### src/rtl/tod_pkg.sv
package tod_pkg;
  localparam int NUM_DIGITS = 13;
  localparam int DIGIT_W    = 4;
  localparam int BUS_W      = NUM_DIGITS * DIGIT_W;

  localparam int IDX_SEC1  = 0;
  localparam int IDX_SEC10 = 1;
  localparam int IDX_MIN1  = 2;
  localparam int IDX_MIN10 = 3;
  localparam int IDX_HR1   = 4;
  localparam int IDX_HR10  = 5;
  localparam int IDX_DOW   = 6;
  localparam int IDX_DAY1  = 7;
  localparam int IDX_DAY10 = 8;
  localparam int IDX_MON1  = 9;
  localparam int IDX_MON10 = 10;
  localparam int IDX_YR1   = 11;
  localparam int IDX_YR10  = 12;

  typedef struct packed {
    logic secTick;
    logic adjRound;
  } todStrobe_t;
endpackage

### src/rtl/tod_ctrl.sv
module tod_ctrl
  import tod_pkg::*;
#(
  parameter int OSC_DIV = 32768
) (
  input  logic       clk,
  input  logic       rstN,
  input  logic       oscEn,
  input  logic       timerEn,
  input  logic       adjIn,
  output todStrobe_t strobe
);
  localparam int PW = (OSC_DIV > 1) ? $clog2(OSC_DIV) : 1;
  localparam logic [PW-1:0] LAST = PW'(OSC_DIV - 1);

  logic [PW-1:0] preCnt;
  logic          adjQ;
  logic          run;

  assign run = oscEn & timerEn;

  always_ff @(posedge clk) begin
    if (!rstN) begin
      preCnt <= '0;
      adjQ   <= 1'b0;
    end else begin
      adjQ <= adjIn;
      if (run) preCnt <= (preCnt == LAST) ? '0 : preCnt + 1'b1;
    end
  end

  assign strobe.secTick  = run & (preCnt == LAST);
  assign strobe.adjRound = adjIn & ~adjQ;

  AST_PRESCALE_HOLD: assert property (@(posedge clk) disable iff (!rstN)
    !timerEn |=> $stable(preCnt));
  AST_ADJ_PULSE: assert property (@(posedge clk) disable iff (!rstN)
    strobe.adjRound |=> !strobe.adjRound);
endmodule

### src/rtl/tod_datapath.sv
module tod_datapath
  import tod_pkg::*;
(
  input  logic               clk,
  input  logic               rstN,
  input  todStrobe_t         strobe,
  input  logic               wrEn,
  input  logic [3:0]         wrIdx,
  input  logic [DIGIT_W-1:0] wrData,
  output logic [BUS_W-1:0]   digits,
  output logic [1:0]         leapCount,
  output logic               minuteTick
);
  logic [DIGIT_W-1:0] dq [NUM_DIGITS];
  logic [DIGIT_W-1:0] dn [NUM_DIGITS];
  logic [1:0] leapQ, leapN;
  logic minStep, hrStep, dayStep, monStep, yrStep;
  logic minuteTickQ;

  function automatic logic [6:0] toBin(logic [3:0] hi, logic [3:0] lo);
    return ({3'b0, hi} * 7'd10) + {3'b0, lo};
  endfunction

  function automatic logic [7:0] bcdInc(logic [3:0] hi, logic [3:0] lo);
    if (lo >= 4'd9) return {hi + 4'd1, 4'd0};
    return {hi, lo + 4'd1};
  endfunction

  function automatic logic [6:0] monthDays(logic [6:0] mon, logic [1:0] leap);
    case (mon)
      7'd2:                       return (leap == 2'd0) ? 7'd29 : 7'd28;
      7'd4, 7'd6, 7'd9, 7'd11:    return 7'd30;
      default:                    return 7'd31;
    endcase
  endfunction

  always_comb begin
    for (int i = 0; i < NUM_DIGITS; i++) dn[i] = dq[i];
    leapN   = leapQ;
    minStep = 1'b0;
    hrStep  = 1'b0;
    dayStep = 1'b0;
    monStep = 1'b0;
    yrStep  = 1'b0;

    if (strobe.adjRound) begin
      dn[IDX_SEC1]  = '0;
      dn[IDX_SEC10] = '0;
      minStep = (dq[IDX_SEC10] >= 4'd3);
    end else if (strobe.secTick) begin
      if (toBin(dq[IDX_SEC10], dq[IDX_SEC1]) >= 7'd59) begin
        dn[IDX_SEC1]  = '0;
        dn[IDX_SEC10] = '0;
        minStep = 1'b1;
      end else begin
        {dn[IDX_SEC10], dn[IDX_SEC1]} = bcdInc(dq[IDX_SEC10], dq[IDX_SEC1]);
      end
    end

    if (minStep) begin
      if (toBin(dq[IDX_MIN10], dq[IDX_MIN1]) >= 7'd59) begin
        dn[IDX_MIN1]  = '0;
        dn[IDX_MIN10] = '0;
        hrStep = 1'b1;
      end else begin
        {dn[IDX_MIN10], dn[IDX_MIN1]} = bcdInc(dq[IDX_MIN10], dq[IDX_MIN1]);
      end
    end

    if (hrStep) begin
      if (toBin(dq[IDX_HR10], dq[IDX_HR1]) >= 7'd23) begin
        dn[IDX_HR1]  = '0;
        dn[IDX_HR10] = '0;
        dayStep = 1'b1;
      end else begin
        {dn[IDX_HR10], dn[IDX_HR1]} = bcdInc(dq[IDX_HR10], dq[IDX_HR1]);
      end
    end

    if (dayStep) begin
      dn[IDX_DOW] = (dq[IDX_DOW] >= 4'd6) ? 4'd0 : dq[IDX_DOW] + 4'd1;
      if (toBin(dq[IDX_DAY10], dq[IDX_DAY1]) >=
          monthDays(toBin(dq[IDX_MON10], dq[IDX_MON1]), leapQ)) begin
        dn[IDX_DAY1]  = 4'd1;
        dn[IDX_DAY10] = 4'd0;
        monStep = 1'b1;
      end else begin
        {dn[IDX_DAY10], dn[IDX_DAY1]} = bcdInc(dq[IDX_DAY10], dq[IDX_DAY1]);
      end
    end

    if (monStep) begin
      if (toBin(dq[IDX_MON10], dq[IDX_MON1]) >= 7'd12) begin
        dn[IDX_MON1]  = 4'd1;
        dn[IDX_MON10] = 4'd0;
        yrStep = 1'b1;
      end else begin
        {dn[IDX_MON10], dn[IDX_MON1]} = bcdInc(dq[IDX_MON10], dq[IDX_MON1]);
      end
    end

    if (yrStep) begin
      leapN = leapQ + 2'd1;
      if (toBin(dq[IDX_YR10], dq[IDX_YR1]) >= 7'd99) begin
        dn[IDX_YR1]  = '0;
        dn[IDX_YR10] = '0;
      end else begin
        {dn[IDX_YR10], dn[IDX_YR1]} = bcdInc(dq[IDX_YR10], dq[IDX_YR1]);
      end
    end

    if (wrEn) begin
      for (int i = 0; i < NUM_DIGITS; i++)
        dn[i] = (wrIdx == 4'(i)) ? wrData : dq[i];
      leapN   = leapQ;
      minStep = 1'b0;
      yrStep  = 1'b0;
    end
  end

  always_ff @(posedge clk) begin
    if (!rstN) begin
      for (int i = 0; i < NUM_DIGITS; i++)
        dq[i] <= (i == IDX_DAY1 || i == IDX_MON1) ? 4'd1 : 4'd0;
      leapQ       <= 2'd0;
      minuteTickQ <= 1'b0;
    end else begin
      for (int i = 0; i < NUM_DIGITS; i++) dq[i] <= dn[i];
      leapQ       <= leapN;
      minuteTickQ <= minStep;
    end
  end

  for (genvar g = 0; g < NUM_DIGITS; g++) begin : gFlat
    assign digits[g*DIGIT_W +: DIGIT_W] = dq[g];
  end
  assign leapCount  = leapQ;
  assign minuteTick = minuteTickQ;

  AST_ADJ_CLEAR: assert property (@(posedge clk) disable iff (!rstN)
    strobe.adjRound && !wrEn |=> (dq[IDX_SEC1] == 4'd0 && dq[IDX_SEC10] == 4'd0));
  AST_ADJ_WINS: assert property (@(posedge clk) disable iff (!rstN)
    strobe.adjRound && strobe.secTick && !wrEn |=> dq[IDX_SEC1] == 4'd0);
  AST_LEAP_STEP: assert property (@(posedge clk) disable iff (!rstN)
    !$stable(leapQ) |-> $past(yrStep));
  AST_MIN_TICK_MOVES: assert property (@(posedge clk) disable iff (!rstN)
    minuteTickQ |-> !$stable({dq[IDX_MIN10], dq[IDX_MIN1]}));
endmodule

### src/rtl/tod_calendar.sv
module tod_calendar
  import tod_pkg::*;
#(
  parameter int OSC_DIV = 32768
) (
  input  logic             clk,
  input  logic             rstN,
  input  logic             oscEn,
  input  logic             timerEn,
  input  logic             adjIn,
  input  logic             wrEn,
  input  logic [3:0]       wrIdx,
  input  logic [3:0]       wrData,
  output logic [BUS_W-1:0] digits,
  output logic [1:0]       leapCount,
  output logic             minuteTick
);
  todStrobe_t strobe;

  tod_ctrl #(.OSC_DIV(OSC_DIV)) uCtrl (
    .clk     (clk),
    .rstN    (rstN),
    .oscEn   (oscEn),
    .timerEn (timerEn),
    .adjIn   (adjIn),
    .strobe  (strobe)
  );

  tod_datapath uData (
    .clk        (clk),
    .rstN       (rstN),
    .strobe     (strobe),
    .wrEn       (wrEn),
    .wrIdx      (wrIdx),
    .wrData     (wrData),
    .digits     (digits),
    .leapCount  (leapCount),
    .minuteTick (minuteTick)
  );
endmodule

### config.mk
export PLATFORM = sky130hd
export DESIGN_NAME = tod_calendar
export DESIGN_NICKNAME = d
export VERILOG_FILES = /design/src/rtl/tod_pkg.sv /design/src/rtl/tod_ctrl.sv /design/src/rtl/tod_datapath.sv /design/src/rtl/tod_calendar.sv
export SDC_FILE = /design/constraint.sdc
export NUM_CORES = 1
export LEC_CHECK = 0
export CORE_AREA = 2 2 114 116
export DETAILED_ROUTE_END_ITERATION = 8
export DIE_AREA = 0 0 116 118
export PLACE_DENSITY = 0.67
export SLEW_MARGIN = 20
export SYNTH_ARGS = -nofsm -noshare
export SYNTH_HDL_FRONTEND = slang
export SYNTH_SLANG_ARGS = --single-unit
### constraint.sdc
create_clock -name clk -period 5.3 [get_ports clk]
set_input_delay 1.06 -clock clk [delete_from_list [all_inputs] [get_ports clk]]
set_output_delay 1.06 -clock clk [all_outputs]
set_load 0.02 [all_outputs]
==> run metrics, run 1 <==
Slew HR 49.91%; die area around 14000 µm²; power share of the clock group between 40% and 50%; Tmin final around 4.4 ns; initial antenna violation count 0; vias 5303; largest net degree at the start of global routing 41; core area 12410 µm²; layout cells sized above 1 4.642%; worst hold path depth 2; CP max FO 8; layout overhead on the synthesized area 20.86%; reg-to-reg critical path endpoint uData.dq[5][6]; Netlist cell types 64; Hold Path Origin uCtrl.preCnt[1]; Antenna Cells 0; row count 41; Synth area leaders dfxtp_1 (26%), ha_1 (15%), a21oi_1 (4.7%); most common cell in the netlist dfxtp_1; clk_skew around 0.0078 ns; RSZ-0062 raised after global routing false; Avg WL per Cell roughly 16 µm; status complete, no violations; worst hold path endpoint uCtrl.preCnt[1]; number of synthesized register bits 71; slew at the pin with the worst max-slew slack 0.7494 ns; CP Capture Type flop; CTS tree yes; Clock Sinks 71; final setup margin 0.9129 ns; root buf cell clkbuf_16; sw frac between 20% and 30%; vias in the first global route 5239; die width 116 µm; cts bufs inserted 9; syn avg cell area about 8.1 µm²; drt drc 0; 1st-pass router iterations 5; Buffers on Ports 68; syn nets 774; sequential share of the synthesized area about a quarter; synth warn 0; final slew viol count 0; cts repair resizes 0; total negative slack 0 ns; DRT iter0 DRCs slightly below 400; FMAX 0.2279 GHz; Ports between 60 and 70; Syn Inst Count 681; post-CTS setup buffers 0; # setup viols final 0; H-Tree Depth 3; first-pass GRT wire length approximately 25000 µm; R2R setup slack slightly above 0.9 ns; top-area cell type share of the netlist area around a quarter; Flop pwr share 43.4%; P per Cell Area approximately 190 nW/µm²; Net Sw Power 0.3458 mW; Total Wirelength around 15000 µm; R2R cell count 17; ys async rst share 0%; period utilization between 80% and 90%; final hold vios 0; reg2reg start uData.dq[5][1]; Post-Place Setup Slack slightly above 0.9 ns; DR vias/cell around 5.7; P_int 0.9425 mW; clock-pin transition on the worst setup and hold timing paths roughly 0.060 ns; die height roughly 120 µm; worst hold slack 0.4895 ns; CP Launch Type flop; HP Class reg -> reg; Nets between 800 and 900; max_cap viols 0; hpwl dp 10890 µm; All-Layer GR Usage between 20% and 30%; Crit path required time 5.53 ns; Routed Antenna Nets 0; routability cong. roughly 0.84; Post-Syn Area between 5000 and 6000 µm²; CTS Hold Buffers Added 0; Gate power share around an eighth; largest area contributor in the netlist dfxtp_1; clock latency on the worst-skew pair 0.34 ns; VDD IR-drop max roughly 0.17 mV; Remaining Overflow, GRT 0; Post-synth top cells dfxtp_1 (71), ha_1 (67), nand2_1 (67), a21oi_1 (52), nor2_1 (49); WP data arrival between 4 and 5 ns; deepest clock path buffer count 2; Initial Util between 40 and 50%; number of synthesized flops with an enable pin 0; critical path class reg -> reg; Leak Pwr 2.780 nW; Primary FF master, synth dfxtp_1
## cell families after synthesis
kind of cell             synth area share [%]
adder cells (fa/ha/maj)                 19.48
XOR/XNOR                                4.113
multiplexers                            1.831
flip-flops                              25.67
AND/OR/NAND/NOR                         22.49
AO/OA/AOI/OAI                           22.83
buffers and inverters                   3.593
## area by class of cell
type                    count  area, µm²
well taps                 172      215.2
multi-input cells         557       3916
fillers                  1193       5723
repair buffers             72      710.7
inverters                  38      142.6
clock inverters             5      32.53
flip-flops and latches     71       1421
clock buffers              11      252.7
## critical path: stages (launching register included)
cell	delay, ns
dfxtp_1	0.46
ha_1	0.28
ha_1	0.19
inv_1	0.06
fa_1	0.43
nor4b_1	0.39
nand2_1	0.09
o21ai_0	0.18
o21ai_0	0.16
ha_1	0.29
nand2b_1	0.09
a21oi_1	0.07
o22a_1	0.17
a211o_1	0.40
a21oi_1	0.35
a32o_2	0.28
o31ai_1	0.11
a32o_1	0.26
## metrics by stage
| stage | cell area [µm²] | util (%) | cells | power, mW |
|---|---|---|---|---|
| after floorplan | 5537 | - | 681 | 0.6602 |
| after global placement | 6406 | 51.60 | 910 | 0.7159 |
| after detailed placement | 6406 | 51.60 | 910 | 0.7202 |
| after CTS | 6691 | 53.90 | 926 | 1.298 |
| after global routing | 6691 | 53.90 | 926 | 1.339 |
| final | 6691 | 53.90 | 926 | 1.288 |
## metal layers
metal / track usage (%) / share of wire (%)
met1: 29.90 / 46
met2: 36.70 / 48
met3: 3.862 / 4.8
met4: 7.068 / 1.4
met5: 0 / 0
## power by group through the flow
stage	clock [mW]	sequential (mW)	combinational, mW
after floorplan	0	0.575	0.0848
after global placement	0	0.570	0.146
after detailed placement	0	0.571	0.150
after CTS	0.589	0.559	0.150
after global routing	0.610	0.561	0.167
final	0.579	0.559	0.151
## layout by cell type (no fill, tap or decap), types with 8 or more instances in the layout
cell type / Yosys / layout
dfxtp_1: 71 / 71
clkdlybuf4s50_1: 0 / 68
nand2_1: 67 / 67
ha_1: 67 / 67
a21oi_1: 52 / 52
nor2_1: 49 / 49
o21ai_0: 41 / 41
inv_1: 38 / 38
nand3_1: 37 / 37
nor3_1: 19 / 19
xor2_1: 14 / 14
a211oi_1: 14 / 14
a31oi_1: 13 / 13
xnor2_1: 12 / 12
fa_1: 12 / 12
nor3b_1: 9 / 9
nand4_1: 9 / 9
mux2i_1: 9 / 9
clkbuf_16: 0 / 9
nor2b_1: 8 / 8
and2_1: 8 / 8
o31ai_1: 8 / 8
## worst max-delay path by stage
| stage | slack (ns) | start | end |
|---|---|---|---|
| after floorplan | 1.22 | uData.dq[5][1] | uData.dq[5][6] |
| after global placement | 1.05 | uData.dq[5][1] | uData.dq[5][6] |
| after CTS | 0.90 | uData.dq[5][1] | uData.dq[5][6] |
| after global routing | 0.55 | uData.dq[5][1] | uData.dq[6][1] |
| final | 0.91 | uData.dq[5][1] | uData.dq[5][6] |
| after detailed placement | 0.91 | uData.dq[5][1] | uData.dq[5][6] |
## sequential cells by signal (all words and copies together) (netlist names)
name / flops
uData.dq: 52
uData.leapCount: 2
uData.minuteTick: 1
uCtrl.adjQ: 1
uCtrl.preCnt: 15
No activity file was read; power rests on OpenSTA's default activity.
==> run 2: changes to the inputs <==
--- a/config.mk
+++ b/config.mk
@@ -8,7 +8,7 @@
 export CORE_AREA = 2 2 114 116
 export DETAILED_ROUTE_END_ITERATION = 8
 export DIE_AREA = 0 0 116 118
-export PLACE_DENSITY = 0.67
+export PLACE_DENSITY = 0.7
 export SLEW_MARGIN = 20
 export SYNTH_ARGS = -nofsm -noshare
 export SYNTH_HDL_FRONTEND = slang
==> constraint.sdc (replaced) <==
create_clock -name clk -period 3.56 [get_ports clk]
set_input_delay 0.712 -clock clk [delete_from_list [all_inputs] [get_ports clk]]
set_output_delay 0.712 -clock clk [all_outputs]
set_load 0.02 [all_outputs]
==> run 2 against run 1 <==
  * The flow now finishes with violations (negative setup slack)
  * Clock skew is 0.0018 ns higher
  * Die area is the same
  * Global-route usage increased by 0.52 points
  * Combinational power is 69% higher
  * Critical endpoint unchanged
  * Highest routed layer unchanged
==> run metrics, run 2 (synthesis results as in run 1) <==
layout overhead on the synthesized area 31.10%; first-pass GRT wire length 25640 µm (+2.4%); CP max FO 6 (-2); initial antenna violation count 0 (unchanged); WP data arrival 3.96 ns (-0.66 ns); CP max-delay cell a211o_4; Initial Util 44.60% (unchanged); status complete, but fails checks; commonest non-fill, non-tap cell in the layout clkdlybuf4s50_1; CP Capture Type flop; DR vias/cell 5.843 (+2.0%); max_cap viols 0 (unchanged); FMAX 0.2682 GHz (+18%); final slew viol count 0 (unchanged); deepest clock path buffer count 2 (unchanged); core area 12410 µm² (unchanged); failing checks negative setup slack; CTS Hold Buffers Added 0 (unchanged); Buffers on Ports 68 (unchanged); placed insts 945 (+3.8%); Leak Pwr 3.049 nW (+9.7%); slew at the pin with the worst max-slew slack 0.8741 ns (+0.1247 ns); vias 5668 (+6.9%); critical path class reg -> reg; drt drc 0 (unchanged); power share of the clock group 42.8% (-2.1 points); sw frac 27.20% (+0.36 points); Critical Path Most Common Cell ha_4; die width 116 µm (unchanged); cts bufs inserted 9 (unchanged); Routed Antenna Nets 0 (unchanged); HP Class reg -> reg; Buf/Inv on CP 1 (unchanged); clk_skew 0.009569 ns (+0.001800 ns); top cell family by delay on the critical path compound AO/OA/AOI/OAI gates; clock latency on the worst-skew pair 0.34 ns (about the same); # setup viols final 21 (+21); VDD IR-drop max 0.2578 mV (+50%); H-Tree Depth 3 (unchanged); All-Layer GR Usage 22.96% (+0.52 points); Net Sw Power 0.5142 mW (+49%); clock-pin transition on the worst setup and hold timing paths 0.06 ns (about the same); Total Wirelength 15800 µm (+7.4%); 1st-pass router iterations 5 (unchanged); P_int 1.376 mW (+46%); Gate power share 13.5% (+1.8 points); DRT iter0 DRCs 372 (-5.8%); Flop pwr share 43.7% (+0.3 points); Tmin final 3.729 ns (-0.6584 ns); Final Power 1.890 mW (+47%); Antenna Cells 0 (unchanged); cells along the critical path ha_4 > ha_4 > inv_2 > fa_2 > xor2_2 > nor4b_4 > nand2_1 > o21ai_2 > o21ai_1 > ha_1 > nand2b_4 > a21oi_2 > o22a_1 > a211o_4 > a21oi_4 > a32o_2 > o31ai_2 > a32o_1; Layout fillers 1100 (-7.8%); routability cong. 0.8740 (+3.7%); final setup margin -0.1687 ns (-1.082 ns); hpwl dp 11490 µm (+5.5%); Remaining Overflow, GRT 0 (unchanged); CP Launch Type flop; Slew HR 41.66% (-8.2 points); vias in the first global route 5454 (+4.1%); Avg WL per Cell 16.29 µm (+2.5%); largest reg by FF count uData.dq; max reg flops 52 (unchanged); Final Non-Filler Cells 970 (+4.8%); most frequent cells in the layout clkdlybuf4s50_1 (68), dfxtp_1 (67), nand2_1 (66); period utilization 104.7% (+22 points); Crit path required time 3.79 ns (-1.74 ns); Nets 886 (+5.2%); Final Util 58.47% (+4.6 points); largest net degree at the start of global routing 40 (-2.4%); final hold vios 0 (unchanged); RSZ-0062 raised after global routing true; layout cells sized above 1 14.54% (+9.9 points); row count 41 (unchanged); die area 13690 µm² (unchanged); CP max stage delay 0.39 ns (-0.07 ns); die height 118 µm (unchanged); Ports 69 (unchanged); Clock Sinks 71 (unchanged); P per Cell Area 260.4 nW/µm² (+35%); CTS tree yes; root buf cell clkbuf_16
## run 2: changes by cell type in the layout (fill, tap and decap cells not counted), moves of 3 or more
cell | before | now
ha_1 | 67 | 64
dfxtp_1 | 71 | 67
o21ai_0 | 41 | 32
clkinv_2 | 2 | 5
o21ai_1 | 7 | 12
o21ai_2 | 0 | 4
buf_6 | 0 | 6
a21oi_2 | 0 | 3
ha_4 | 0 | 3
a21oi_1 | 52 | 48
clkinvlp_4 | 3 | 0
buf_4 | 4 | 42
## run 2: metrics by stage
step                hold WS, ns  worst slack, ns  cell area [µm²]  TNS [ns]
finish                   0.4988          -0.1687             7258    -1.546
global route             0.5051          -0.3275             7258    -5.826
detailed placement       0.4769          -0.2078             6728    -2.441
CTS                      0.4849          -0.1130             7097    -1.191
global placement         0.4561         -0.08214             6728   -0.4754
floorplan                0.4486         -0.03450             5595  -0.03450
## run 2: what timing repair did
action	4_1_cts	5_1_grt
endpoints found under the setup margin	21	28
setup buffers	6	3
gates resized for setup	15	32
endpoints found under the hold margin	0	0
gates cloned	0	0
pin swaps	11	20
## run 2: layout make-up
cell class | count | area (µm²) | share of cell area (%)
Sequential cell | 71 | 1431 | 19.72
Multi-Input combinational cell | 557 | 4148 | 57.15
Clock buffer | 11 | 232.7 | 3.206
Timing Repair Buffer | 116 | 1064 | 14.65
Tap cell | 172 | 215.2 | 2.965
Clock inverter | 5 | 25.02 | 0.3448
Inverter | 38 | 142.6 | 1.965
## run 2: tightest hold or removal path: stages, from the launching register on
cell	delay, ns
dfxtp_1	0.33
nand2_1	0.06
a21oi_1	0.05
## run 2: worst paths after layout
kind / start / end / slack (ns) / depth (start not counted)
setup reg to reg: uData.dq[5][1] / uData.dq[5][6] / -0.17 / 18
hold reg to reg: uCtrl.preCnt[0] / uCtrl.preCnt[0] / 0.50 / 2
hold / removal: uCtrl.preCnt[0] / uCtrl.preCnt[0] / 0.50 / 2
setup / recovery: uData.dq[5][1] / uData.dq[5][6] / -0.17 / 18
## run 2: metal layers
layer  GRT usage (%)  wire length (µm)
met5               0                 0
met2           39.29              7826
met4           7.589               306
met1           28.37              6813
met3           4.892               851
## run 2: power groups by stage
stage | Clock [mW] | Sequential, mW | Combinational (mW)
after floorplan | 0 | 0.856 | 0.127
after global placement | 0 | 0.842 | 0.236
after detailed placement | 0 | 0.843 | 0.242
after CTS | 0.815 | 0.825 | 0.246
after global routing | 0.845 | 0.828 | 0.281
final | 0.809 | 0.826 | 0.255
